**src/rtl/evt_pmu_pkg.sv**
```systemverilog
package evt_pmu_pkg;
  localparam int DATA_W = 32;

  // control bit positions
  localparam int CTRL_EN    = 0;
  localparam int CTRL_EVCLR = 1;
  localparam int CTRL_CYCLR = 2;
  localparam int CTRL_DIV   = 3;

  // word indices (byte address >> 2)
  localparam int IDX_CTRL  = 0;
  localparam int IDX_CYC   = 1;
  localparam int IDX_IEN   = 2;
  localparam int IDX_FLAG  = 3;
  localparam int IDX_EVSEL = 4;
  localparam int IDX_EV0   = 5;

  typedef logic [7:0] evt_code_t;
  localparam evt_code_t CODE_OFF = 8'hFF;
endpackage

```
**src/rtl/pmu_event_mux.sv**
```systemverilog
module pmu_event_mux #(
  parameter int NUM_SRC = 24,
  parameter int CODE_W  = 8
) (
  input  logic [CODE_W-1:0]  code_i,
  input  logic [NUM_SRC-1:0] event_i,
  output logic               hit_o
);
  // unmatched codes (incl. all-ones) select nothing
  always_comb begin
    hit_o = 1'b0;
    for (int s = 0; s < NUM_SRC; s++) begin
      if (code_i == CODE_W'(s)) hit_o = event_i[s];
    end
  end
endmodule

```
**src/rtl/pmu_prescaler.sv**
```systemverilog
module pmu_prescaler #(
  parameter int DIV = 64
) (
  input  logic clk_i,
  input  logic rst_ni,
  input  logic run_i,
  output logic tick_o
);
  localparam int CW = (DIV > 1) ? $clog2(DIV) : 1;
  localparam logic [CW-1:0] LAST = CW'(DIV - 1);

  logic [CW-1:0] cnt_q;

  always_ff @(posedge clk_i or negedge rst_ni) begin
    if (!rst_ni)             cnt_q <= '0;
    else if (!run_i)         cnt_q <= '0;
    else if (cnt_q == LAST)  cnt_q <= '0;
    else                     cnt_q <= cnt_q + 1'b1;
  end

  assign tick_o = run_i && (cnt_q == LAST);
endmodule

```
**src/rtl/pmu_counter.sv**
```systemverilog
module pmu_counter #(
  parameter int W = 32
) (
  input  logic         clk_i,
  input  logic         rst_ni,
  input  logic         load_i,
  input  logic [W-1:0] load_val_i,
  input  logic         clr_i,
  input  logic         inc_i,
  output logic [W-1:0] value_o,
  output logic         wrap_o
);
  logic [W-1:0] q;

  // software load > zero strobe > count
  always_ff @(posedge clk_i or negedge rst_ni) begin
    if (!rst_ni)     q <= '0;
    else if (load_i) q <= load_val_i;
    else if (clr_i)  q <= '0;
    else if (inc_i)  q <= q + 1'b1;
  end

  assign value_o = q;
  assign wrap_o  = inc_i && !load_i && !clr_i && (&q);
endmodule

```
**src/rtl/evt_perf_mon.sv**
```systemverilog
module evt_perf_mon
  import evt_pmu_pkg::*;
#(
  parameter int        NUM_EVT  = 4,
  parameter int        CNT_W    = 32,
  parameter int        CODE_W   = 8,
  parameter int        NUM_SRC  = 24,
  parameter int        PRESCALE = 64,
  parameter int        ADDR_W   = 6,
  parameter logic [7:0] ID_CODE = 8'hA5
) (
  input  logic               clk_i,
  input  logic               rst_ni,
  input  logic               reg_wr_i,
  input  logic               reg_rd_i,
  input  logic [ADDR_W-1:0]  reg_addr_i,
  input  logic [DATA_W-1:0]  reg_wdata_i,
  output logic [DATA_W-1:0]  reg_rdata_o,
  input  logic [NUM_SRC-1:0] event_i,
  output logic               irq_o
);
  localparam int NUM_CNT = NUM_EVT + 1;
  localparam int EVSEL_W = NUM_EVT * CODE_W;
  localparam int IDX_W   = ADDR_W - 2;

  logic [IDX_W-1:0] word_idx;
  logic             aligned;
  logic             wr_ctrl, wr_ien, wr_flag, wr_evsel;

  logic                        en_q, div_q;
  logic [NUM_CNT-1:0]          ien_q, flag_q;
  logic [EVSEL_W-1:0]          evsel_q;
  logic [NUM_CNT-1:0][CNT_W-1:0] cnt_val;
  logic [NUM_CNT-1:0]          cnt_load, cnt_clr, cnt_inc, wrap_vec;
  logic [NUM_EVT-1:0]          ev_hit;
  logic                        div_tick;
  logic [DATA_W-1:0]           rd_mux, rdata_q;

  assign word_idx = reg_addr_i[ADDR_W-1:2];
  assign aligned  = (reg_addr_i[1:0] == 2'b00);
  assign wr_ctrl  = reg_wr_i && aligned && (word_idx == IDX_W'(IDX_CTRL));
  assign wr_ien   = reg_wr_i && aligned && (word_idx == IDX_W'(IDX_IEN));
  assign wr_flag  = reg_wr_i && aligned && (word_idx == IDX_W'(IDX_FLAG));
  assign wr_evsel = reg_wr_i && aligned && (word_idx == IDX_W'(IDX_EVSEL));

  // configuration registers
  always_ff @(posedge clk_i or negedge rst_ni) begin
    if (!rst_ni) begin
      en_q    <= 1'b0;
      div_q   <= 1'b0;
      ien_q   <= '0;
      evsel_q <= '1;
    end else begin
      if (wr_ctrl) begin
        en_q  <= reg_wdata_i[CTRL_EN];
        div_q <= reg_wdata_i[CTRL_DIV];
      end
      if (wr_ien)   ien_q   <= reg_wdata_i[NUM_CNT-1:0];
      if (wr_evsel) evsel_q <= reg_wdata_i[EVSEL_W-1:0];
    end
  end

  // sticky flags: a new wrap beats a same-cycle clear
  always_ff @(posedge clk_i or negedge rst_ni) begin
    if (!rst_ni) flag_q <= '0;
    else         flag_q <= (flag_q & ~(wr_flag ? reg_wdata_i[NUM_CNT-1:0] : '0)) | wrap_vec;
  end

  pmu_prescaler #(.DIV(PRESCALE)) u_presc (
    .clk_i  (clk_i),
    .rst_ni (rst_ni),
    .run_i  (en_q && div_q),
    .tick_o (div_tick)
  );

  // cycle counter controls
  assign cnt_load[0] = reg_wr_i && aligned && (word_idx == IDX_W'(IDX_CYC));
  assign cnt_clr[0]  = wr_ctrl && reg_wdata_i[CTRL_CYCLR];
  assign cnt_inc[0]  = en_q && (div_q ? div_tick : 1'b1);

  for (genvar k = 0; k < NUM_EVT; k++) begin : g_evt
    pmu_event_mux #(.NUM_SRC(NUM_SRC), .CODE_W(CODE_W)) u_mux (
      .code_i  (evsel_q[k*CODE_W +: CODE_W]),
      .event_i (event_i),
      .hit_o   (ev_hit[k])
    );
    assign cnt_load[k+1] = reg_wr_i && aligned && (word_idx == IDX_W'(IDX_EV0 + k));
    assign cnt_clr[k+1]  = wr_ctrl && reg_wdata_i[CTRL_EVCLR];
    assign cnt_inc[k+1]  = en_q && ev_hit[k];
  end

  for (genvar c = 0; c < NUM_CNT; c++) begin : g_cnt
    pmu_counter #(.W(CNT_W)) u_cnt (
      .clk_i      (clk_i),
      .rst_ni     (rst_ni),
      .load_i     (cnt_load[c]),
      .load_val_i (reg_wdata_i[CNT_W-1:0]),
      .clr_i      (cnt_clr[c]),
      .inc_i      (cnt_inc[c]),
      .value_o    (cnt_val[c]),
      .wrap_o     (wrap_vec[c])
    );
  end

  // read path
  always_comb begin
    rd_mux = '0;
    if (aligned) begin
      case (int'(word_idx))
        IDX_CTRL: begin
          rd_mux[31:24]    = ID_CODE;
          rd_mux[CTRL_DIV] = div_q;
          rd_mux[CTRL_EN]  = en_q;
        end
        IDX_CYC:   rd_mux = DATA_W'(cnt_val[0]);
        IDX_IEN:   rd_mux = DATA_W'(ien_q);
        IDX_FLAG:  rd_mux = DATA_W'(flag_q);
        IDX_EVSEL: rd_mux = DATA_W'(evsel_q);
        default: begin
          for (int k = 0; k < NUM_EVT; k++) begin
            if (int'(word_idx) == IDX_EV0 + k) rd_mux = DATA_W'(cnt_val[k+1]);
          end
        end
      endcase
    end
  end

  always_ff @(posedge clk_i or negedge rst_ni) begin
    if (!rst_ni)       rdata_q <= '0;
    else if (reg_rd_i) rdata_q <= rd_mux;
  end

  assign reg_rdata_o = rdata_q;
  assign irq_o       = |(flag_q & ien_q);
endmodule

```
**config.mk**
```make
export PLATFORM = sky130hd
export DESIGN_NAME = evt_perf_mon
export DESIGN_NICKNAME = d
export VERILOG_FILES = /design/src/rtl/evt_pmu_pkg.sv /design/src/rtl/pmu_event_mux.sv /design/src/rtl/pmu_prescaler.sv /design/src/rtl/pmu_counter.sv /design/src/rtl/evt_perf_mon.sv
export SDC_FILE = /design/constraint.sdc
export NUM_CORES = 1
export LEC_CHECK = 0
export ABC_AREA = 1
export BUFFER_PORTS_ARGS = -buffer_cell sky130_fd_sc_hd__buf_2
export CAP_MARGIN = 20
export CORE_ASPECT_RATIO = 1.75
export CORE_UTILIZATION = 42
export DETAILED_ROUTE_END_ITERATION = 8
export HOLD_SLACK_MARGIN = 0.12
export MAX_ROUTING_LAYER = met4
export SLEW_MARGIN = 40
export SYNTH_ARGS = -nofsm -noshare
export SYNTH_HDL_FRONTEND = slang
export SYNTH_SLANG_ARGS = --single-unit
export TNS_END_PERCENT = 100
```
**constraint.sdc**
```tcl
create_clock -name clk_i -period 2.1 [get_ports clk_i]
set_input_delay 0.105 -clock clk_i [delete_from_list [all_inputs] [get_ports clk_i]]
set_output_delay 0.105 -clock clk_i [all_outputs]
set_load 0.02 [all_outputs]
```
==> metrics.txt <==
status=finished with violations; failing checks=negative setup slack; DRC=0; top sig layer=met4; Final Max Slew Viols=0; vias in the first global route=22642; maximum buffer depth of the clock tree=3; CP Class=flip-flop to flip-flop; Logic pwr share=0.512; vias=22421; P_int=14640 uW; Max Clk Rate=370.8 MHz; Die Ht=271.2 um; P_sw=11400 uW; post-synthesis mux area share=0; top cells by area, synth=dfrtp_1 30%, nand2_1 13%, nand3_1 8.2%; DP Area=22010 um2; path depth of the worst reg2reg path=16; Clock Latency Late Sink=0.59 ns; worst hold slack=0.1482 ns; hold_sp=reg_addr_i[3]; Worst EP required=2.59 ns; Routed WL=88960 um; reg2reg setup slack=-0.60 ns; Clock Sinks=242; TritonCTS buffer count=27; Post-DP HPWL=62440 um; number of synthesized register bits=242; minimum clock period=2.697 ns; largest family of logic cells by synthesized area=simple AND/OR/NAND/NOR gates; mapped cell area=17390 um2; total grt overflow=0; CTS tree=done; initial antenna violation count=1; area of the multi-input gates=11540 um2; CP startpoint kind=flip-flop; Hold Crit Class=input port to flip-flop; cell count after synthesis=2580; PwrDens=976.4 nW/um2; die area=42250 um2; # rows=98; most common cell after layout, fill and taps aside=buf_4; Placer Congestion=1.071; Sw Share=0.4376; final net count=3278; Hold EP=flag_q[4]; FF/Latch Area=6100 um2; Met3 Wirelength=5509 um; adder-cell share of the synthesized area=0.004317; mean number of vias per cell=5.933; Post-Synth XOR/XNOR Area=0.009066; final setup fails=150; TNS Setup=-68.86 ns; Total Power=26040 uW; Final Cycle Share=1.284; Final Hold Violating Endpoints=0; yosys synthesis warning count=0; Peak VDD IR=0.8077 mV; sequential power share=0.291; antenna viol nets, final=0; fillcell total=3602; Core Area=40830 um2; slew margin rel.=0.4525; r2r startpoint=g_cnt[1].u_cnt.value_o[5]; DIE WIDTH=155.8 um; Area Growth Syn to Fin=53.38%; worst r2r dst=g_cnt[1].u_cnt.value_o[31]; Synth top area share=0.3022; CTS root buffer=clkbuf_16; Unique masters post-synth=53; largest area contributor in the netlist=dfrtp_1; initial DRC count=2003; # port buffers=98; Compound-Gate Fraction of Synth Area=0.1899; arrival time at the worst endpoint=3.19 ns; critical path fanouts, max=2; unrepaired setup endpoints after global routing=true; Final WS setup=-0.5970 ns; Layout Skew=0.03313 ns; Mean Syn Cell Area=6.740 um2; Routed met2 length=44500 um; first-pass GRT wire length=131100 um; most frequent cells in the layout=485 x buf_4, 422 x nand2_1, 327 x inv_1; clock network fraction of total power=0.198; Crit. End Element=flip-flop; overall routing resource usage=0.4271; hold depth=6; num ports=99; drt first pass iters=8; Metal-1 WL=28690 um; Worst Max-Slew Pin Slew=0.8126 ns; largest net degree at the start of global routing=62; cell area after layout=26670 um2; Synth Area in Simple Gates=0.3376; clock slew at reported path FFs=0.07 ns; # Max-Cap Violations=0; WL/cell=23.54 um; initial core utilization=0.4259; Synth Net Count=2652; register area share after synthesis=0.3506; share of layout cells above drive strength 1=0.3812; leakage=0.01272 uW; htree depth=1
## cell families after synthesis
logic type / Yosys count
AO/OA/AOI/OAI: 552
XOR/XNOR: 18
adder cells (fa/ha/maj): 6
buffers and inverters: 477
flip-flops: 242
AND/OR/NAND/NOR: 1285
## flip-flops by register name, summed over array words and instances (netlist names)
signal / count
reg_rdata_o: 32
div_q: 1
g_cnt.u_cnt.value_o: 160
evsel_q: 32
flag_q: 5
u_presc.cnt_q: 6
en_q: 1
ien_q: 5
## worst max path at each step
stage,from,slack [ns],endpoint
3_3_place_gp,g_cnt[4].u_cnt.value_o[1],-0.71,flag_q[4]
4_1_cts,g_cnt[3].u_cnt.value_o[0],-0.59,flag_q[3]
6_report,g_cnt[1].u_cnt.value_o[5],-0.60,g_cnt[1].u_cnt.value_o[31]
5_1_grt,g_cnt[3].u_cnt.value_o[0],-0.84,flag_q[3]
2_1_floorplan,g_cnt[2].u_cnt.value_o[0],-0.18,g_cnt[2].u_cnt.value_o[22]
3_5_place_dp,g_cnt[3].u_cnt.value_o[1],-0.73,flag_q[3]
## repair_timing
action                                  CTS  global route
hold buffers                             38             0
buffers inserted                         72            46
gates resized for setup                 269           325
endpoints found under the hold margin   333             0
pin swaps                               101           146
endpoints found under the setup margin  150           165
gates cloned                             20             3
## synth_stat cells (all sizes together)
library cell and instances:
a211oi 4, a21oi 119, a221oi 6, a22oi 21, a31o 4, a31oi 10
a32o 4, a41oi 1, and2 1, and3 1, buf 37, clkbuf 77
clkinv 1, dfrtp 210, dfstp 32, ha 6, inv 362, nand2 604
nand3 292, nand4 76, nor2 198, nor3 78, nor3b 3, nor4 29
o2111ai 2, o211ai 28, o21ai 200, o21bai 5, o221ai 25, o22ai 96
o311ai 1, o31ai 2, o32ai 22, o41ai 2, or2 3, xnor2 4
xor2 14
## metal layers
| metal | vias to the layer above | global-route usage |
|---|---|---|
| met3 | 523 | 0.06737 |
| met1 | 10704 | 0.4026 |
| met2 | 1105 | 0.7311 |
| met5 | - | - |
| met4 | 0 | 0.4027 |
| li1 | 10089 | - |
## layout make-up
| type | instances | area share |
|---|---|---|
| Clock buffer | 38 | 0.02913 |
| Sequential cell | 242 | 0.2287 |
| Timing Repair Buffer | 705 | 0.2257 |
| Tap cell | 550 | 0.02580 |
| Inverter | 363 | 0.05174 |
| Clock inverter | 12 | 0.006052 |
| Antenna cell | 2 | 0.0001876 |
| Multi-Input combinational cell | 1867 | 0.4327 |
## metrics by stage
stage                     cells  worst slack (ns)  utilization
final                      3779           -0.5970       0.6532
after detailed placement   3576           -0.7337       0.5391
after floorplan            2580           -0.1800            -
after CTS                  3753           -0.5879       0.6213
after global routing       3778           -0.8369       0.6532
after global placement     3576           -0.7123       0.5390
## critical path: stages (launching register included)
cell	delay [ns]
dfrtp_1	0.36
nand2_2	0.09
nor3_4	0.24
nand2_2	0.12
nor3_4	0.24
nand3_2	0.12
nor2_4	0.14
nand2_4	0.08
nor4_4	0.23
buf_4	0.19
nand2_4	0.07
nor4_4	0.25
a21oi_1	0.13
o21ai_1	0.10
o21ai_1	0.11
nand2_1	0.09
nand2_1	0.05
## power groups by stage
stage          Sequential (uW)  Clock, uW  Combinational, uW
3_3_place_gp              7390          0               9320
5_1_grt                   7730       5350              14200
4_1_cts                   7440       5210              11900
6_report                  7570       5150              13300
3_5_place_dp              7430          0               9470
2_1_floorplan             7310          0               5340
Note: power is estimated with default switching activity, not from simulation.
